## src/rtl/tmr_capture.sv

```systemverilog
module tmr_capture #(
  parameter int CNT_W       = 32,
  parameter int SYNC_STAGES = 2
) (
  input  logic             clk,
  input  logic             rst_n,
  input  logic [CNT_W-1:0] count_i,
  input  logic             pin_i,
  input  logic             pin_is_input_i,
  input  logic [1:0]       edge_sel_i,
  input  logic             late_irq_i,
  input  logic             status_clr_i,
  output logic [CNT_W-1:0] cap_first_o,
  output logic [CNT_W-1:0] cap_second_o,
  output logic             cap_event_o
);

  localparam logic [1:0] FULL = 2'd2;

  logic [SYNC_STAGES-1:0] sync_q;
  logic                   last_q;
  logic [1:0]             mode_q;
  logic [1:0]             fill_q;
  logic                   pin_s, rise, fall, hit, rearm, take;

  assign pin_s = sync_q[SYNC_STAGES-1];
  assign rise  = pin_s & ~last_q;
  assign fall  = ~pin_s & last_q;

  always_comb begin
    case (edge_sel_i)
      2'd1:    hit = rise;
      2'd2:    hit = fall;
      2'd3:    hit = rise | fall;
      default: hit = 1'b0;
    endcase
  end

  assign rearm = status_clr_i | (mode_q == 2'd0 && edge_sel_i != 2'd0);
  assign take  = pin_is_input_i & hit & (fill_q != FULL) & ~rearm;

  always_ff @(posedge clk or negedge rst_n) begin
    if (!rst_n) begin
      sync_q <= '0;
      last_q <= 1'b0;
      mode_q <= 2'd0;
    end else begin
      sync_q <= {sync_q[SYNC_STAGES-2:0], pin_i};
      last_q <= pin_s;
      mode_q <= edge_sel_i;
    end
  end

  always_ff @(posedge clk or negedge rst_n) begin
    if (!rst_n) begin
      fill_q       <= 2'd0;
      cap_first_o  <= '0;
      cap_second_o <= '0;
      cap_event_o  <= 1'b0;
    end else begin
      cap_event_o <= take & (fill_q == {1'b0, late_irq_i});
      if (rearm)
        fill_q <= 2'd0;
      else if (take) begin
        fill_q <= fill_q + 2'd1;
        if (fill_q == 2'd0) cap_first_o  <= count_i;
        else                cap_second_o <= count_i;
      end
    end
  end


  evt_on_fill_chk: assert property (@(posedge clk) disable iff (!rst_n)
    cap_event_o |-> (fill_q == ($past(late_irq_i) ? 2'd2 : 2'd1)));


  clr_rearm_chk: assert property (@(posedge clk) disable iff (!rst_n)
    status_clr_i |=> (fill_q == 2'd0 && !cap_event_o));


  out_dir_hold_chk: assert property (@(posedge clk) disable iff (!rst_n)
    !pin_is_input_i |=> ($stable(cap_first_o) && $stable(cap_second_o) && !cap_event_o));


  full_hold_chk: assert property (@(posedge clk) disable iff (!rst_n)
    (fill_q == FULL && !status_clr_i) |=> ($stable(cap_first_o) && $stable(cap_second_o)));


  mode_none_chk: assert property (@(posedge clk) disable iff (!rst_n)
    (edge_sel_i == 2'd0) |=> ($stable(cap_first_o) && $stable(cap_second_o) && !cap_event_o));


  none_to_edge_chk: assert property (@(posedge clk) disable iff (!rst_n)
    (mode_q == 2'd0 && edge_sel_i != 2'd0) |=> (fill_q == 2'd0));

endmodule

```

## config.mk

```make
export PLATFORM = sky130hd
export DESIGN_NAME = tmr_capture
export DESIGN_NICKNAME = d
export VERILOG_FILES = /design/src/rtl/tmr_capture.sv
export SDC_FILE = /design/constraint.sdc
export NUM_CORES = 1
export LEC_CHECK = 0
export BUFFER_PORTS_ARGS = -buffer_cell sky130_fd_sc_hd__buf_2
export CELL_PAD_IN_SITES_DETAIL_PLACEMENT = 0
export CELL_PAD_IN_SITES_GLOBAL_PLACEMENT = 1
export CORE_ASPECT_RATIO = 0.9
export CORE_MARGIN = 4
export CORE_UTILIZATION = 40
export CTS_BUF_LIST = sky130_fd_sc_hd__clkbuf_2 sky130_fd_sc_hd__clkbuf_4 sky130_fd_sc_hd__clkbuf_8
export CTS_CLUSTER_SIZE = 20
export DETAILED_ROUTE_END_ITERATION = 8
export PLACE_DENSITY_LB_ADDON = 0.15
export SETUP_SLACK_MARGIN = 0.4
export SYNTH_ARGS = -nofsm -noshare
export SYNTH_HDL_FRONTEND = slang
export SYNTH_SLANG_ARGS = --single-unit
```

## constraint.sdc

```tcl
create_clock -name clk -period 2.5 [get_ports clk]
set_clock_uncertainty 0.15 [all_clocks]
set_input_delay 0.125 -clock clk [delete_from_list [all_inputs] [get_ports clk]]
set_output_delay 0.125 -clock clk [all_outputs]
set_load 0.01 [all_outputs]
```

==> insert_results.sql <==
INSERT INTO impl_metrics (metric_group, metric, value, unit) VALUES
('yosys', 'yosys-top-cells-area', 'dfrtp_1 (66%), mux2_1 (25%), ha_1 (1.8%)', ''),
('floorplanning', 'fp.dieArea', '0.00822', 'mm^2'),
('pwr', 'p_leak', '2.26', 'nW'),
('finish', 'finish.net_count', '372', ''),
('timing', 'rsz0062_at_grt', 'yes', ''),
('place', 'place.port_buffers', '104', ''),
('grt', 'grt_ovf', '0', ''),
('place', 'post-dp-hpwl', '4000', 'um'),
('yosys', 'netlist_area', '0.00273', 'mm^2'),
('worst_setup_path', 'setup.worst_path.end_class', 'flip-flop', ''),
('pwr', 'irDropWorstVdd', '787', 'uV'),
('timing', 'finalCritPeriodShare', '0.858', ''),
('clock_tree', 'clk_pin_slew', '80', 'ps'),
('floorplanning', 'floorplan.io_pins', '105', ''),
('yosys', 'synth.largest_area_cell', 'dfrtp_1', ''),
('yosys', 'yosys_register_bits', '72', ''),
('timing', 'maxSlewHeadroom', '0.664', ''),
('place', 'detailedPlace.worstSlack', '296', 'ps'),
('grt', 'grtUsageTotal', '0.162', ''),
('grt', 'grt_start_max_net_pins', '31', ''),
('floorplanning', 'core_rows', '28', ''),
('yosys', 'postSynthNetCount', '211', ''),
('yosys', 'ys_warn_count', '0', ''),
('clock_tree', 'clockRootBuffer', 'clkbuf_8', ''),
('floorplanning', 'core_region_area', '0.00662', 'mm^2'),
('drt', 'via_count', '1918', ''),
('place', 'place_area', '0.00346', 'mm^2'),
('timing', 'finalCriticalPeriod', '2150', 'ps'),
('clock_tree', 'cts.htree.levels', '3', ''),
('clock_tree', 'cts-buffers-inserted', '9', ''),
('floorplanning', 'initial_utilization', '0.413', ''),
('worst_setup_path', 'path_class', 'flip-flop to flip-flop', ''),
('yosys', 'post_synth_inst_count', '167', ''),
('finish', 'antenna-diode-count', '0', ''),
('place', 'routabilityCongestion', '0.705', ''),
('drt', 'drc', '0', ''),
('timing', 'timing.final.ws_setup', '354', 'ps'),
('worst_setup_path', 'worst_ep_required_time', '2570', 'ps'),
('finish', 'final_core_utilization', '0.652', ''),
('grt', 'grt_use_met3', '0.0616', ''),
('clock_tree', 'clock_sinks', '72', ''),
('outcome', 'run_status', 'completed', ''),
('drt', 'drt_pass1_iterations', '3', ''),
('drt', 'first_iter_violations', '33', ''),
('finish', 'final_layout_size_suffix_gt1_frac', '0.523', ''),
('clock_tree', 'cts.path.max_buffers', '2', ''),
('floorplanning', 'die_width', '95.1', 'um'),
('drt', 'avgRoutedWirePerCell', '15.0', 'um'),
('timing', 'maxClockFrequency', '466', 'MHz'),
('clock_tree', 'clock_insertion_delay_worst_skew', '340', 'ps'),
('grt', 'met1_resource_use_gr', '0.207', ''),
('worst_setup_path', 'crit_path_max_fanout', '22', ''),
('grt', 'number_of_global_route_vias_before_repair', '1979', ''),
('worst_setup_path', 'worstPathArrival', '2210', 'ps'),
('timing', 'timing_hold_violations_final', '0', ''),
('finish', 'syn_to_final_growth', '57.9', '%'),
('worst_setup_path', 'crit_path_start_kind', 'flip-flop', ''),
('drt', 'vias_per_cell', '4.53', ''),
('yosys', 'synth.distinct_cells', '20', ''),
('yosys', 'synth-seq-area-share', '0.659', ''),
('finish', 'layout.cell_area.non_filler', '0.00431', 'mm^2'),
('timing', 'slew_viol_final', '0', ''),
('grt', 'grt_util_met2', '0.258', ''),
('grt', 'grt.busiest_layer', 'met2', ''),
('drt', 'drt-total-wl', '6350', 'um'),
('drt', 'ant_nets', '0', ''),
('timing', 'actual_transition_at_the_worst_max_transition_pin', '503', 'ps'),
('timing', 'setup_total_negative_slack', '0', 'ps'),
('yosys', 'synth.top_cell.area_share', '0.659', ''),
('clock_tree', 'tritoncts', 'yes', ''),
('floorplanning', 'die_height', '86.4', 'um'),
('pwr', 'report.power.total', '3.64', 'mW'),
('grt', 'grt_pass1_wl', '10000', 'um'),
('pwr', 'power_density', '845', 'mW/mm^2'),
('timing', 'setup-violations-final', '0', ''),
('min_path', 'hold_path.class', 'input pin to flip-flop', ''),
('yosys', 'synth_area_per_cell', '16.4', 'um^2'),
('grt', 'number_of_antenna_violations_at_the_first_check_in_global_routing', '0', ''),
('run', 'max_cap_viol_count', '0', '');
## layout by cell type, fill, tap and decap left out, drive strengths merged
cell,synthesis,layout
nor3,1,1
nand2b,3,3
mux2i,1,1
ha,4,4
nand2,1,1
a311oi,1,1
mux2,64,64
clkinvlp,0,3
xnor2,1,1
clkbuf,0,10
bufinv,0,2
buf,6,118
nor2b,1,1
and2,1,1
nand3b,1,1
dfrtp,72,72
or2,1,1
nand3,1,1
a21oi,2,2
dlygate4sd3,0,38
inv,4,5
nor2,1,1
xor2,1,1
## layout make-up
cell class                 instances  area, um^2
clock buffer                      10         138
clock inverter                     6        91.3
fill                             507        2310
inverter                           4        15.0
multi-input combinational         85        1030
sequential                        72        1800
tap                               90         113
timing repair buffer             156        1130
## Yosys cell counts (all sizes together)
cell type / number
or2: 1
ha: 4
nand2b: 3
nand3: 1
nand3b: 1
buf: 6
xor2: 1
nor2b: 1
nor2: 1
a311oi: 1
nor3: 1
inv: 4
dfrtp: 72
xnor2: 1
nand2: 1
a21oi: 2
mux2: 64
mux2i: 1
and2: 1
## cells by family (layout without fill, tap and decap cells)
kind of cell               Yosys count  in the layout  synth area share
DFF                                 72             72             0.659
muxes                               65             65             0.267
and+or+nand+nor                     11             11            0.0229
buffers and inverters               10            176            0.0165
adders and majority gates            4              4            0.0183
AOI/OAI and AO/OA                    3              3           0.00916
xor gates and xnor gates             2              2           0.00641
## stage by stage
stage          hold WS, ps  instances
3_3_place_gp         -31.5        361
6_report               107        423
5_1_grt                129        423
4_1_cts               95.9        423
2_1_floorplan         -321        167
3_5_place_dp         -28.6        361
## metal layers
| layer | up-vias | wire, um |
|---|---|---|
| li1 | 906 | - |
| met1 | 937 | 2780 |
| met2 | 71 | 3040 |
| met3 | 4 | 492 |
| met4 | 0 | 34 |
| met5 | - | 0 |
## worst max-delay path, cell delays in order, from the launching register on
cell and delay, ps:
dfrtp_1 350, inv_1 40, ha_1 280, nand2b_4 150, a311oi_4 260, buf_4 170, nand3_2 90, buf_8 200
mux2_1 330
## path summary, 6_finish.rpt
| path | start | to | slack [ps] | depth (start not counted) |
|---|---|---|---|---|
| worst min-delay path | edge_sel_i[1] | cap_event_o | 110 | 5 |
| worst min register to register | sync_q[0] | sync_q[1] | 200 | 0 |
| worst max-delay path | sync_q[1] | cap_first_o[10] | 350 | 8 |
| max in group asynchronous | rst_n | cap_first_o[10] | 1300 | 3 |
| worst max register to register | sync_q[1] | cap_first_o[10] | 350 | 8 |
| min in group asynchronous | rst_n | cap_second_o[24] | 130 | 2 |
## where the power goes
part | switching [mW] | total, mW | internal [mW] | leakage, nW
clock network | 0.448 | 1.04 | 0.592 | 0.105
logic | 0.424 | 0.972 | 0.548 | 1.26
registers | 0.160 | 1.63 | 1.47 | 0.900
total | 1.03 | 3.64 | 2.61 | 2.26
## sequential cells by signal, indices dropped and copies added, names as in the netlist
register,count
cap_event_o,1
cap_first_o,32
cap_second_o,32
fill_q,2
last_q,1
mode_q,2
sync_q,2
## repair_timing
item / in CTS / in global routing
hold buffers: 38 / 0
setup endpoints to repair: 58 / 64
endpoints found under the hold margin: 90 / 0
resized for setup: 16 / 14
pin swaps: 2 / 0
setup buffers: 4 / 0
cloned: 4 / 0
Note: power is estimated with default switching activity, not from simulation.
